File: src/rtl/dpc_pkg.sv
package dpc_pkg;

  typedef enum logic [1:0] {
    OWN_NONE = 2'd0,
    OWN_L    = 2'd1,
    OWN_R    = 2'd2
  } owner_t;

  // Winner of a live contention: the sitting owner stays while it holds,
  // otherwise the earlier arrival wins, and a tie goes left.
  function automatic owner_t pick_winner(input owner_t cur,
                                         input logic   l_hold,
                                         input logic   r_hold);
    if (cur == OWN_L && l_hold) return OWN_L;
    if (cur == OWN_R && r_hold) return OWN_R;
    if (r_hold && !l_hold)      return OWN_R;
    return OWN_L;
  endfunction

endpackage

File: src/rtl/dpc_port_track.sv
module dpc_port_track #(
  parameter int ADDR_W = 12
) (
  input  logic              clk,
  input  logic              rst_n,
  input  logic              ce,
  input  logic [ADDR_W-1:0] addr,
  output logic              hold
);
  logic              ce_q;
  logic [ADDR_W-1:0] addr_q;

  always_ff @(posedge clk or negedge rst_n) begin
    if (!rst_n) begin
      ce_q   <= 1'b0;
      addr_q <= '0;
    end else begin
      ce_q   <= ce;
      addr_q <= addr;
    end
  end

  // Port was already enabled on this same address one cycle ago.
  assign hold = ce && ce_q && (addr == addr_q);
endmodule

File: src/rtl/dpc_owner_fsm.sv
module dpc_owner_fsm
  import dpc_pkg::*;
(
  input  logic   clk,
  input  logic   rst_n,
  input  logic   enable,
  input  logic   contend,
  input  logic   l_hold,
  input  logic   r_hold,
  output owner_t win_now,
  output owner_t owner_q
);
  always_comb begin
    if (enable && contend) win_now = pick_winner(owner_q, l_hold, r_hold);
    else                   win_now = OWN_NONE;
  end

  always_ff @(posedge clk or negedge rst_n) begin
    if (!rst_n) owner_q <= OWN_NONE;
    else        owner_q <= win_now;
  end
endmodule

File: src/rtl/dpc_we_gate.sv
module dpc_we_gate (
  input  logic master,
  input  logic we,
  input  logic lose_now,
  input  logic busy_in,
  output logic we_out
);
  logic block;
  assign block  = master ? lose_now : busy_in;
  assign we_out = we && !block;
endmodule

File: src/rtl/dpc_arbiter.sv
module dpc_arbiter
  import dpc_pkg::*;
#(
  parameter int ADDR_W = 12
) (
  input  logic              clk,
  input  logic              rst_n,
  input  logic              master_mode,
  input  logic              l_ce,
  input  logic [ADDR_W-1:0] l_addr,
  input  logic              l_we,
  input  logic              l_busy_in,
  input  logic              r_ce,
  input  logic [ADDR_W-1:0] r_addr,
  input  logic              r_we,
  input  logic              r_busy_in,
  output logic              l_busy_out,
  output logic              r_busy_out,
  output logic              l_we_gated,
  output logic              r_we_gated
);
  localparam int NPORT = 2;

  logic [NPORT-1:0]             ce_v, we_v, busy_in_v, hold_v, lose_v, we_out_v;
  logic [NPORT-1:0][ADDR_W-1:0] addr_v;
  logic                         contend;
  logic                         l_hold, r_hold;
  owner_t                       win_now, owner_q;

  assign ce_v      = {r_ce, l_ce};
  assign we_v      = {r_we, l_we};
  assign busy_in_v = {r_busy_in, l_busy_in};
  assign addr_v    = {r_addr, l_addr};

  assign contend = l_ce && r_ce && (l_addr == r_addr);

  for (genvar p = 0; p < NPORT; p++) begin : g_port
    dpc_port_track #(.ADDR_W(ADDR_W)) u_track (
      .clk  (clk),
      .rst_n(rst_n),
      .ce   (ce_v[p]),
      .addr (addr_v[p]),
      .hold (hold_v[p])
    );

    dpc_we_gate u_gate (
      .master  (master_mode),
      .we      (we_v[p]),
      .lose_now(lose_v[p]),
      .busy_in (busy_in_v[p]),
      .we_out  (we_out_v[p])
    );
  end

  assign l_hold = hold_v[0];
  assign r_hold = hold_v[1];

  dpc_owner_fsm u_fsm (
    .clk    (clk),
    .rst_n  (rst_n),
    .enable (master_mode),
    .contend(contend),
    .l_hold (l_hold),
    .r_hold (r_hold),
    .win_now(win_now),
    .owner_q(owner_q)
  );

  assign lose_v[0] = (win_now == OWN_R);
  assign lose_v[1] = (win_now == OWN_L);

  assign l_busy_out = master_mode ? (owner_q == OWN_R) : l_busy_in;
  assign r_busy_out = master_mode ? (owner_q == OWN_L) : r_busy_in;
  assign l_we_gated = we_out_v[0];
  assign r_we_gated = we_out_v[1];
endmodule

File: config.mk
export PLATFORM = sky130hd
export DESIGN_NAME = dpc_arbiter
export DESIGN_NICKNAME = d
export VERILOG_FILES = /design/src/rtl/dpc_pkg.sv /design/src/rtl/dpc_port_track.sv /design/src/rtl/dpc_owner_fsm.sv /design/src/rtl/dpc_we_gate.sv /design/src/rtl/dpc_arbiter.sv
export SDC_FILE = /design/constraint.sdc
export NUM_CORES = 1
export LEC_CHECK = 0
export ABC_AREA = 1
export ABC_CLOCK_PERIOD_IN_PS = 2900
export BUFFER_PORTS_ARGS = -buffer_cell sky130_fd_sc_hd__buf_2
export CAP_MARGIN = 20
export CORE_AREA = 2 2 59 61
export DETAILED_ROUTE_END_ITERATION = 8
export DIE_AREA = 0 0 61 63
export PLACE_DENSITY = 0.87
export SKIP_LAST_GASP = 1
export SYNTH_ARGS = -nofsm -noshare
export SYNTH_HDL_FRONTEND = slang
export SYNTH_SLANG_ARGS = --single-unit
export TNS_END_PERCENT = 50
File: constraint.sdc
create_clock -name clk -period 2.9 [get_ports clk]
set_clock_uncertainty 0.1 [all_clocks]
set_input_delay 0 -clock clk [delete_from_list [all_inputs] [get_ports clk]]
set_output_delay 0 -clock clk [all_outputs]
set_load 0.005 [all_outputs]
# Yosys cells after proc, flatten, opt, wreduce, memory -nomap -nowiden
# Index checks and enable logic that the tools add are counted.
# Widths: inputs -> output; s select.
# word_totals
register_bits	28
out_inout_bits	4
elab_cells	47
# classes
eq_ne	7
mux	20
reduce_logical	15
# ops
operator	count
$eq 12x12->1	3
$mux 2	7
$mux 1	13
$logic_and 1x1->1	12
$eq 2x1->1 const B	2
$eq 2x2->1 const B	2
$logic_not 1->1	3

# Logic depth before layout (Yosys ltp)
# logic_depth
word_depth	18
depth_mapped	11

# Cells and area by module
# A second synthesis with hierarchy kept.
# hier_totals
cells_unflattened	201
hier_area_um2	1457.6
# modules_own_cells
mod	n_inst	cells_per_inst	area_each_um2
dpc_port_track	2	62	538.0
dpc_arbiter	1	57	252.7
dpc_owner_fsm	1	10	91.3
dpc_we_gate	2	5	18.8

# Worst setup path after synthesis
# OpenSTA, ideal clock, no wires.
# synth_path
path_kind	register to register
from	register g_port[1].u_track.addr_q[8]
to	register u_fsm.owner_q[1]
setup_ns	0.071
t_arrival_ns	0.959
required_time_ns	2.729
path_slack_ns	1.770
stages_incl_launch_ff	7
path_buffers	0
path_cell_list	dfrtp_1 > xor2_1 > nor3_1 > nand2_1 > nor2_1 > nand2_1 > nor2_1
# synth_via
elab_chain_len	11
elab_cells_between_ends	17
classes_between	1 x eq/ne; 13 x mux; 3 x reduce/logical
# synth_rtl
element	line	text
start, declared	dpc_port_track.sv:11	logic [ADDR_W-1:0] addr_q;
start signal, assigned	dpc_port_track.sv:19	addr_q <= addr;
$eq 12x12->1 *	dpc_port_track.sv:24	assign hold = ce && ce_q && (addr == addr_q);
$logic_and 1x1->1 *	dpc_port_track.sv:24	
$logic_and 1x1->1	dpc_pkg.sv:16	if (r_hold && !l_hold) return OWN_R;
$mux 1 (2 in a row)	dpc_pkg.sv:16	
$mux 1	dpc_pkg.sv:15	if (cur == OWN_R && r_hold) return OWN_R;
$mux 1	dpc_owner_fsm.sv:14	if (enable && contend) win_now = pick_winner(owner_q, l_hold, r_hold);
$mux 2	dpc_pkg.sv:17	return OWN_L;
$mux 2 *	dpc_pkg.sv:16	
$mux 2 *	dpc_pkg.sv:15	
$mux 2 *	dpc_owner_fsm.sv:14	
named net u_fsm.win_now[1]	dpc_owner_fsm.sv:10	output owner_t win_now,
end signal, assigned	dpc_owner_fsm.sv:20	else owner_q <= win_now;
end, declared	dpc_owner_fsm.sv:11	output owner_t owner_q
# The timed path passes the listed nets; every way through them passes the cells marked *. The select of a mux whose other input is x is not followed.

# Worst setup path after layout
# layout_path
from	register g_port[1].u_track.addr_q[10]
to	output r_we_gated
# layout_via
elab_chain_len	15
elab_cells_between_ends	21
classes_between	2 x eq/ne; 14 x mux; 5 x reduce/logical
# layout_rtl
element	line	text
$eq 12x12->1 *	dpc_port_track.sv:24	
$logic_and 1x1->1 *	dpc_port_track.sv:24	
$logic_and 1x1->1	dpc_pkg.sv:16	
$mux 1 (2 in a row)	dpc_pkg.sv:16	
$mux 1	dpc_pkg.sv:15	
$mux 1	dpc_owner_fsm.sv:14	
$mux 2	dpc_pkg.sv:17	
$mux 2 *	dpc_pkg.sv:16	
$mux 2 *	dpc_pkg.sv:15	
$mux 2 *	dpc_owner_fsm.sv:14	
$eq 2x1->1 *	dpc_arbiter.sv:70	assign lose_v[1] = (win_now == OWN_L);
$mux 1 *	dpc_we_gate.sv:9	assign block = master ? lose_now : busy_in;
$logic_not 1->1 *	dpc_we_gate.sv:10	assign we_out = we && !block;
$logic_and 1x1->1 *	dpc_we_gate.sv:10	
end, declared	dpc_arbiter.sv:20	output logic r_we_gated
# Every way passes the cells marked *; elsewhere a longest branch is shown, timed or not. The select of a mux whose other input is x is not followed.

==> reports/qor.yml <==
run_status: "finished, final reports clean"
grt_max_degree: 29
clkLatencyLatePin_ps: 330
die_w_um: 61
synthesis.area_um2: 1710
hold_viol_final: 0
clkTransAtPathRegs_ps: 150
cp_data_arrival_time_ps: 1590
fmax_mhz: 592
dr.pass1.iters: 4
vdd_drop_max_mv: 0.215
p_leak_nw: 1.26
worstMarginPinSlew_ps: 623
yosys-top-cells-area: "dfrtp_1, nand2_1, inv_1"
areaGrowthSynthToFinish_pct: 31.8
finalPower_uw: 807
rows: 21
maxSlewViolCount: 0
cts_root_buf: "clkbuf_4"
postLayoutCellArea_um2: 2260
cp-end-kind: "primary output"
placed_area_um2: 1950
worstSetupPathType: "flip-flop to primary output"
grt.total_usage: 0.251
hold_class: "input port to async pin"
synth.distinct_cells: 22
num_io_pins: 37
crit_path_top_delay_cell: "dfrtp_1"
clock-sinks: 28
rsz0062_at_grt: "no"
antenna_cells: 0
cpMostUsedCell: "nand2_1"
dieHeight_um: 63
gp_congestion: 0.987
ctsLongestPathBuffers: 2
drt-total-wl_um: 4240
synth_top_cell_by_area: "dfrtp_1"
finalSetupViolations: 0
critPathMaxFanout: 3
ys.warnings.count: 0
cts_buffers: 3
period_minus_slack_ps: 1690
antenna_found_initial: 0
drt_iter0_drc: 71
grt_pass1_vias: 1730
synth_top_cell_area_share: 0.409
syn-num-nets: 289
tritoncts: "done"
core-area_um2: 3230
crit_path_cell_trace: "inv_1, nand2_1, nand2_1, nand2_1, nor2_1, nand2_1, nor2_2, nand2_1, a21oi_2, buf_2"
max_stage_delay_ps: 420
grt_pass1_wl_um: 7220
drv_cap: 0
die-area_um2: 3840
detail_route.wl_per_cell_um: 11.5
fin_crit_sh: 0.583
start_util: 0.530
syn_inst: 256
seq_area_frac_synth: 0.409
drc: 0
detailed_place_hpwl_um: 3180
layout_common_cells: "nand2_1, inv_1, buf_2"
final_common_cell: "nand2_1"
critPathLaunchType: "flip-flop"
globalRouteOverflowTotal: 0
num_vias: 1728
relSlewSlack: 0.585
final_layout_size_suffix_gt1_frac: 0.170
post_cts_buffers: 0
syn_avg_cell_area_um2: 6.70
htreeDepth: 1
ys_ff_latch: 28
cts_hold_buf: 27
post_cts_resize_count: 0
tns_ps: 0
vias_per_cell: 4.68
final_net_count: 357
required_ps: 2800
io_buffers: 36
ant_nets: 0
pwr_density_cell_nw_per_um2: 357
worst paths after layout:
check	from	to	slack, ps	depth (start not counted)
max in group asynchronous	rst_n	g_port[0].u_track.addr_q[8]$_DFF_PN0_	2220	2
min in group clk	master_mode	u_fsm.owner_q[1]$_DFF_PN0_	140	7
hold / removal	rst_n	g_port[1].u_track.addr_q[11]$_DFF_PN0_	80	2
setup / recovery	g_port[1].u_track.addr_q[10]$_DFF_PN0_	r_we_gated	1210	10
hold reg to reg	g_port[1].u_track.ce_q$_DFF_PN0_	u_fsm.owner_q[1]$_DFF_PN0_	640	6
setup reg to reg	u_fsm.owner_q[1]$_DFF_PN0_	u_fsm.owner_q[1]$_DFF_PN0_	1600	6
logic make-up after synthesis:
kind of cell	after synthesis	synth area share
compound gates	15	0.0496
xor+xnor	12	0.0613
flops	28	0.409
buf+inv	50	0.109
simple gates	151	0.371
registers in the layout (all words and copies together), names as in the netlist:
name                   flops
u_fsm.owner_q              2
g_port.u_track.addr_q     24
g_port.u_track.ce_q        2
worst max-delay path, delay by kind of cell (launching register included):
kind,cells,cell delay (ps)
and+or+nand+nor,7,540
DFF,1,420
buffers and inverters,2,200
AOI/OAI and AO/OA,1,110
area by class of cell:
cell class	instances	area, µm²
clock buffer	4	36.3
inverter	50	188
multi-input combinational	178	826
fill	281	973
timing repair buffer	63	450
tap	46	57.6
sequential	28	701
routing by layer:
| layer | up-vias | routed length (µm) | global-route usage |
|---|---|---|---|
| met4 | 0 | 121 | 0.101 |
| met3 | 14 | 128 | 0.0248 |
| met1 | 769 | 1860 | 0.317 |
| li1 | 904 | - | - |
| met5 | - | 0 | 0 |
| met2 | 41 | 2130 | 0.427 |
synth_stat cells:
master and n:
o31ai_1 1, a21oi_2 1, inv_1 43, nand2_2 2
o21ai_0 5, a21oi_1 5, nand3b_1 4, o22ai_1 1
dfrtp_1 28, nand2_1 97, nand3_1 6, or2_1 1
nor2_1 27, a21boi_0 1, inv_2 7, nand3_2 2
xor2_1 5, o21ai_1 1, nor3_1 3, xnor2_1 7
nand4_1 6, nor2_2 3
metrics by stage:
stage	utilization	std cells	hold slack, ps	setup WS (ps)
floorplan	-	256	-396	1770
global placement	0.604	338	-55.8	1640
detailed placement	0.604	338	-52.7	1610
CTS	0.699	369	91.7	1200
global route	0.699	369	141	997
finish	0.699	369	83.4	1210
power by group:
part | total (mW) | internal, mW | switching, mW
logic | 0.195 | 0.0871 | 0.107
registers | 0.418 | 0.409 | 0.00937
clock network | 0.194 | 0.0770 | 0.117
No activity file was read; power rests on OpenSTA's default activity.
